## src/rtl/wtrace_pkg.sv

```systemverilog
package wtrace_pkg;

    // Width of an index into n slots, never below one bit.
    function automatic int unsigned idx_width(input int unsigned n);
        return (n <= 2) ? 1 : $clog2(n);
    endfunction

    // True when n is a nonzero power of two.
    function automatic bit is_pow2(input longint unsigned n);
        return (n != 0) && ((n & (n - 1)) == 0);
    endfunction

endpackage

```

## src/rtl/wtrace_tstamp.sv

```systemverilog
module wtrace_tstamp
    import wtrace_pkg::*;
#(
    parameter int unsigned TS_W     = 48,
    parameter int unsigned TICK_DIV = 5
) (
    input  logic            clk,
    input  logic            rst_n,
    input  logic            clr_i,
    output logic [TS_W-1:0] stamp_o
);
    localparam int unsigned PS_W = idx_width(TICK_DIV);
    localparam logic [PS_W-1:0] PS_LAST = PS_W'(TICK_DIV - 1);

    typedef struct packed {
        logic [PS_W-1:0] pre;
        logic [TS_W-1:0] stamp;
    } ts_state_t;

    ts_state_t st_d, st_q;

    always_comb begin
        st_d = st_q;
        if (clr_i) begin
            st_d = '0;
        end else if (st_q.pre == PS_LAST) begin
            st_d.pre   = '0;
            st_d.stamp = st_q.stamp + 1'b1;
        end else begin
            st_d.pre = st_q.pre + 1'b1;
        end
    end

    always_ff @(posedge clk) begin
        if (!rst_n) st_q <= '0;
        else        st_q <= st_d;
    end

    assign stamp_o = st_q.stamp;


    ts_clear_chk: assert property (@(posedge clk) disable iff (!rst_n)
        clr_i |=> stamp_o == '0);


    ts_step_chk: assert property (@(posedge clk) disable iff (!rst_n)
        !clr_i && stamp_o != '1 |=> (stamp_o == $past(stamp_o)) ||
                                    (stamp_o == TS_W'($past(stamp_o) + 1'b1)));


    ts_wrap_chk: assert property (@(posedge clk) disable iff (!rst_n)
        !clr_i && stamp_o == '1 |=> stamp_o == '1 || stamp_o == '0);

endmodule

```

## src/rtl/wtrace_match.sv

```systemverilog
module wtrace_match
    import wtrace_pkg::*;
#(
    parameter int unsigned ADDR_W    = 32,
    parameter logic [ADDR_W-1:0] WIN_BASE = 32'h0004_0000,
    parameter int unsigned WIN_WORDS = 16,
    parameter int unsigned OFF_W     = 4
) (
    input  logic              wr_i,
    input  logic [ADDR_W-1:0] addr_i,
    output logic              hit_o,
    output logic [OFF_W-1:0]  off_o
);
    localparam bit ALIGNED = is_pow2(WIN_WORDS) && ((WIN_BASE % WIN_WORDS) == 0)
                             && (OFF_W < ADDR_W);

    logic [ADDR_W-1:0] delta;
    assign delta = addr_i - WIN_BASE;
    assign off_o = delta[OFF_W-1:0];

    generate
        if (ALIGNED) begin : g_aligned
            // Aligned power-of-two window: compare the upper address bits only.
            assign hit_o = wr_i && (addr_i[ADDR_W-1:OFF_W] == WIN_BASE[ADDR_W-1:OFF_W]);
        end else begin : g_range
            assign hit_o = wr_i && (addr_i >= WIN_BASE) && (delta < ADDR_W'(WIN_WORDS));
        end
    endgenerate

endmodule

```

## src/rtl/wtrace_fifo.sv

```systemverilog
module wtrace_fifo
    import wtrace_pkg::*;
#(
    parameter int unsigned REC_W = 84,
    parameter int unsigned DEPTH = 8
) (
    input  logic             clk,
    input  logic             rst_n,
    input  logic             push_i,
    input  logic [REC_W-1:0] rec_i,
    input  logic             pop_i,
    input  logic             ovf_clr_i,
    output logic [REC_W-1:0] rec_o,
    output logic             valid_o,
    output logic             ovf_o
);
    localparam int unsigned AW = idx_width(DEPTH);

    typedef struct packed {
        logic [DEPTH-1:0][REC_W-1:0] mem;
        logic [AW:0]                 wp;
        logic [AW:0]                 rp;
        logic                        ovf;
    } fifo_state_t;

    fifo_state_t st_d, st_q;
    logic full, empty, accept, take, drop;
    logic [AW:0] level;

    assign empty = (st_q.wp == st_q.rp);
    assign full  = (st_q.wp[AW] != st_q.rp[AW]) &&
                   (st_q.wp[AW-1:0] == st_q.rp[AW-1:0]);
    assign take   = pop_i && !empty;
    assign accept = push_i && (!full || take);
    assign drop   = push_i && full && !take;
    assign level  = st_q.wp - st_q.rp;

    always_comb begin
        st_d = st_q;
        if (accept) begin
            st_d.mem[st_q.wp[AW-1:0]] = rec_i;
            st_d.wp = st_q.wp + 1'b1;
        end
        if (take) begin
            st_d.rp = st_q.rp + 1'b1;
        end
        st_d.ovf = drop || (st_q.ovf && !ovf_clr_i);
    end

    always_ff @(posedge clk) begin
        if (!rst_n) st_q <= '0;
        else        st_q <= st_d;
    end

    assign rec_o   = st_q.mem[st_q.rp[AW-1:0]];
    assign valid_o = !empty;
    assign ovf_o   = st_q.ovf;


    fifo_level_chk: assert property (@(posedge clk) disable iff (!rst_n)
        level <= (AW+1)'(DEPTH));


    ovf_sticky_chk: assert property (@(posedge clk) disable iff (!rst_n)
        ovf_o && !ovf_clr_i |=> ovf_o);


    full_swap_chk: assert property (@(posedge clk) disable iff (!rst_n)
        full && push_i && pop_i && !ovf_o |=> !ovf_o && valid_o);

endmodule

```

## src/rtl/wtrace_probe.sv

```systemverilog
module wtrace_probe
    import wtrace_pkg::*;
#(
    parameter int unsigned ADDR_W    = 32,
    parameter int unsigned DATA_W    = 32,
    parameter int unsigned TS_W      = 48,
    parameter int unsigned TICK_DIV  = 5,
    parameter int unsigned DEPTH     = 8,
    parameter logic [ADDR_W-1:0] WIN_BASE = 32'h0004_0000,
    parameter int unsigned WIN_WORDS = 16,
    parameter int unsigned OFF_W     = idx_width(WIN_WORDS)
) (
    input  logic              clk,
    input  logic              rst_n,
    input  logic              bus_wr_en,
    input  logic [ADDR_W-1:0] bus_addr,
    input  logic [DATA_W-1:0] bus_wdata,
    input  logic              ts_clear,
    input  logic              ovf_clear,
    output logic              rd_valid,
    input  logic              rd_ready,
    output logic [DATA_W-1:0] rd_data,
    output logic [OFF_W-1:0]  rd_offset,
    output logic [TS_W-1:0]   rd_stamp,
    output logic              overflow
);
    localparam int unsigned REC_W = TS_W + OFF_W + DATA_W;

    logic              hit;
    logic [OFF_W-1:0]  hit_off;
    logic [TS_W-1:0]   stamp;
    logic [REC_W-1:0]  rec_in, rec_out;

    wtrace_tstamp #(.TS_W(TS_W), .TICK_DIV(TICK_DIV)) u_ts (
        .clk(clk), .rst_n(rst_n), .clr_i(ts_clear), .stamp_o(stamp)
    );

    wtrace_match #(.ADDR_W(ADDR_W), .WIN_BASE(WIN_BASE),
                   .WIN_WORDS(WIN_WORDS), .OFF_W(OFF_W)) u_match (
        .wr_i(bus_wr_en), .addr_i(bus_addr), .hit_o(hit), .off_o(hit_off)
    );

    assign rec_in = {stamp, hit_off, bus_wdata};

    wtrace_fifo #(.REC_W(REC_W), .DEPTH(DEPTH)) u_fifo (
        .clk(clk), .rst_n(rst_n),
        .push_i(hit), .rec_i(rec_in),
        .pop_i(rd_valid && rd_ready), .ovf_clr_i(ovf_clear),
        .rec_o(rec_out), .valid_o(rd_valid), .ovf_o(overflow)
    );

    assign rd_data   = rec_out[DATA_W-1:0];
    assign rd_offset = rec_out[DATA_W +: OFF_W];
    assign rd_stamp  = rec_out[DATA_W+OFF_W +: TS_W];


    idle_chk: assert property (@(posedge clk) disable iff (!rst_n)
        !bus_wr_en && !rd_valid |=> !rd_valid);


    hold_chk: assert property (@(posedge clk) disable iff (!rst_n)
        rd_valid && !rd_ready |=> rd_valid && $stable(rd_data) &&
                                  $stable(rd_offset) && $stable(rd_stamp));


    drain_chk: assert property (@(posedge clk) disable iff (!rst_n)
        $fell(rd_valid) |-> $past(rd_ready));

endmodule

```

## config.mk

```make
export PLATFORM = sky130hd
export DESIGN_NAME = wtrace_probe
export DESIGN_NICKNAME = d
export VERILOG_FILES = /design/src/rtl/wtrace_pkg.sv /design/src/rtl/wtrace_tstamp.sv /design/src/rtl/wtrace_match.sv /design/src/rtl/wtrace_fifo.sv /design/src/rtl/wtrace_probe.sv
export SDC_FILE = /design/constraint.sdc
export NUM_CORES = 2
export LEC_CHECK = 0
export ABC_AREA = 1
export BUFFER_PORTS_ARGS = -buffer_cell sky130_fd_sc_hd__buf_2
export CORE_MARGIN = 2
export CORE_UTILIZATION = 60
export CTS_CLUSTER_SIZE = 25
export DETAILED_ROUTE_END_ITERATION = 8
export GPL_TIMING_DRIVEN = 0
export PLACE_DENSITY_LB_ADDON = 0.15
export SLEW_MARGIN = 40
export SYNTH_ARGS = -nofsm -noshare
export SYNTH_HDL_FRONTEND = slang
export SYNTH_SLANG_ARGS = --single-unit
```

## constraint.sdc

```tcl
create_clock -name clk -period 2.1 [get_ports clk]
set_clock_uncertainty 0.05 [all_clocks]
set_input_delay 0.42 -clock clk [delete_from_list [all_inputs] [get_ports clk]]
set_output_delay 0.42 -clock clk [all_outputs]
set_load 0.02 [all_outputs]
```

==> run summary <==
Fill cell count: 4978
Total power: 33.2 mW
Yosys warns: 0
Worst-margin pin slew: 0.728 ns
Initial antenna violation count: 3
Critical Path Sink Type: output port
Post-synth top area share: 40.3%
Htree depth: 3
Placeable Area: 0.0601 mm²
Switch Pwr: 8.86 mW
Final Hold Vio Count: 0
DRT Wirelength: 121000 µm
Sequential share of the synthesized area: 40.3%
Top post-synthesis cells by area: dfxtp_1 (40%), nand2_1 (16%), nor2_1 (16%), inv_1 (7.7%), a21oi_1 (5.0%)
Largest fanout on the critical path: 7
Syn Nets: 6052
Status: complete, but fails checks
Vias per inst: 5.33
#FFs+latches synth: 732
Fin crit share: 138%
Cell Pwr Density: 759 mW/mm²
Deepest clock path buffer count: 3
Vias in the first global route: 34700
Crit path kind: reg2out
Crit path top cell by count: clkbuf_16
CP Launch Type: flip-flop
Largest net degree at the start of global routing: 20
Buffers on Ports: 118
Cell area after layout: 0.0437 mm²
Non-filler cells, final: 7070
Crit path max-delay family: buffers and inverters
Internal power: 24.3 mW
Sink Count: 732
Clock tree from TritonCTS: built
RSZ-0062 raised after global routing: yes
Peak VDD IR: 0.629 mV
R2R Setup Slk: -0.02 ns
Die W: 250 µm
Leading area contributor after synthesis: dfxtp_1
CP arrival: 2.43 ns
Critical path cell sequence: inv_8 > clkbuf_16 > clkbuf_16 > buf_8 > a21oi_1 > o21ai_1 > nand2_1 > nor2_1 > a31oi_2 > buf_4
Synth Instances: 5977
Pre-CTS setup slack: -1.37 ns
Failing checks: setup timing
Worst hold slack: 0.0469 ns
Avg WL per Cell: 17.1 µm
Final nets: 6296
Max stage delay on crit path: 0.41 ns
Clk slew on worst S/H paths: 0.06 ns
Pleak: 23.0 nW
Initial Utilization: 60.5%
Drt first pass iters: 9
Iteration-0 DRC Markers: 4119
Max-cap viol count: 0
Final slew viol count: 0
DIE AREA: 0.0626 mm²
Seq pwr share: 41.9%
Synth Cell Area: 0.0364 mm²
Share of cells above drive strength 1: 14.0%
FFs w/ async S/R, synth: 0%
Placer Congestion: 0.930
Sw Ratio: 26.7%
Final antenna-violating net count: 0
Crit path buf inv count: 5
Worst EP required: 1.63 ns
Grt ovf: 0
Via count: 37700
P&R area growth vs syn: 20.3%
Top-level I/O count: 156
Global-route wire length before repair: 184000 µm
Area of the multi-input gates: 0.0179 mm²
Number of synthesized flops with an enable pin: 0
Clock power frac: 44.5%
Dpl hpwl: 79500 µm
Setup ws final: -0.800 ns
Row count: 90
Mean Syn Cell Area: 6.08 µm²
CP max-delay cell: dfxtp_4
Tightest Hold Check Type: in2reg
DRC Markers: 0
CTS Buf Count: 80
Distinct cells, synth: 31
Die height: 250 µm
Max Clk Rate: 0.345 GHz
Total track usage: 36.7%
FF/Latch Area: 0.0147 mm²
Combinational Power Share: 13.6%
Placed cells: 6880
Root Buffer: clkbuf_16
Area after DPL: 0.0384 mm²
Final setup fails: 86
Skew-Pair Late Insertion Delay: 0.63 ns
Slew margin rel.: 51.4%
Top FF cell, synth: dfxtp_1
Min Tclk post-route: 2.90 ns
==> per-layer routing <==
metal	track usage, %	vias to the layer above	wire (µm)	part of all wire [%]
li1	-	18400	-	-
met1	47.4	17100	48900	40
met2	59.7	1785	55200	46
met3	6.25	321	11300	9.3
met4	17.9	2	5720	4.7
met5	0	-	14	0.012
==> cell usage in the layout (no fill, tap or decap), types with 3 or more instances in the layout <==
cell	instances
a31oi_2	65
a21oi_1	268
nand2_1	1561
nor3b_1	3
inv_6	3
clkinv_2	12
xor2_1	5
nor2_1	1529
nor3_1	26
dfxtp_2	3
buf_8	11
o21ai_1	134
buf_4	156
o21ai_2	22
nand2_2	7
nand3_4	6
buf_2	141
inv_1	742
nand3_1	33
a21oi_4	15
dfxtp_1	727
clkbuf_4	25
ha_1	5
clkbuf_16	107
buf_6	57
nor2_2	32
nand4_1	11
clkbuf_1	115
clkbuf_2	49
nand3_2	13
bufinv_16	5
buf_1	14
clkbuf_8	33
nor2_4	8
buf_12	17
a31oi_1	20
a21oi_2	79
o21ai_0	204
==> repair_timing <==
action / CTS / global route
pin swaps: 65 / 55
buffers inserted: 10 / 18
hold endpoints to repair: 1 / 0
gates resized for setup: 557 / 256
endpoints found under the setup margin: 740 / 620
hold buffers: 1 / 0
cloned: 7 / 7
==> power by group through the flow <==
stage	logic (mW)	clock network (mW)	registers (mW)
CTS	4.26	14.7	13.9
global placement	3.39	0	14.2
global route	4.73	15.3	13.9
floorplan	2.16	0	14.2
finish	4.51	14.8	13.9
detailed placement	3.43	0	14.2
==> state kept, by name, indices dropped and copies added (netlist names) <==
signal / cells
u_ts.stamp_o: 48
u_fifo.st_q: 680
u_fifo.ovf_o: 1
u_ts.st_q: 3
==> cells by family (layout without fill, tap and decap cells) <==
| family | after synthesis | after routing | share of synthesized area (%) |
|---|---|---|---|
| AND/OR/NAND/NOR | 3233 | 3234 | 34.1 |
| XOR/XNOR | 7 | 7 | 0.169 |
| flip-flops | 732 | 732 | 40.3 |
| adder cells (fa/ha/maj) | 5 | 5 | 0.172 |
| buffers and inverters | 1188 | 1496 | 13.8 |
| other | 0 | 2 | 0 |
| AO/OA/AOI/OAI | 812 | 812 | 11.5 |
==> cell type report <==
class	count	area share [%]
sequential	732	33.5
buffer	439	7.33
clock inverter	21	0.558
inverter	747	6.45
multi-input combinational	4058	40.9
antenna	2	0.0114
timing repair buffer	163	3.29
clock buffer	126	5.70
tap	782	2.24
==> metrics by stage <==
| stage | utilization (%) | TNS [ns] |
|---|---|---|
| floorplan | - | 0 |
| global placement | 63.7 | -647.30 |
| detailed placement | 63.9 | -307.87 |
| CTS | 71.1 | -57.13 |
| global route | 72.7 | -62.34 |
| finish | 72.7 | -58.75 |
==> Yosys cell counts, drive strengths merged, types with 2 or more instances <==
master and instances:
a21oi 362, a31oi 86, buf 250, clkbuf 191
dfxtp 732, ha 5, inv 746, nand2 1568
nand3 52, nand4 12, nor2 1568, nor3 28
nor3b 3, o21ai 360, o21bai 2, xnor2 2
xor2 5
==> worst paths after layout <==
kind,cells after the start,from,endpoint
min reg2reg,1,u_ts.st_q[48],u_ts.st_q[48]
min,3,rd_ready,u_fifo.st_q[3]
max reg2reg,12,u_fifo.st_q[1],u_fifo.st_q[71]
max,10,u_fifo.st_q[1],rd_stamp[38]
==> worst register-to-register path, cell delays in order (launching register included) <==
cell and delay [ns]:
dfxtp_4 0.41, inv_8 0.06, buf_4 0.14, nand2_2 0.07
nand2_2 0.07, nor2_4 0.13, nand4_4 0.12, buf_8 0.20
nand3_2 0.14, buf_12 0.21, buf_4 0.24, nor2_1 0.07
nor2_1 0.14
No activity file was read; power rests on OpenSTA's default activity.
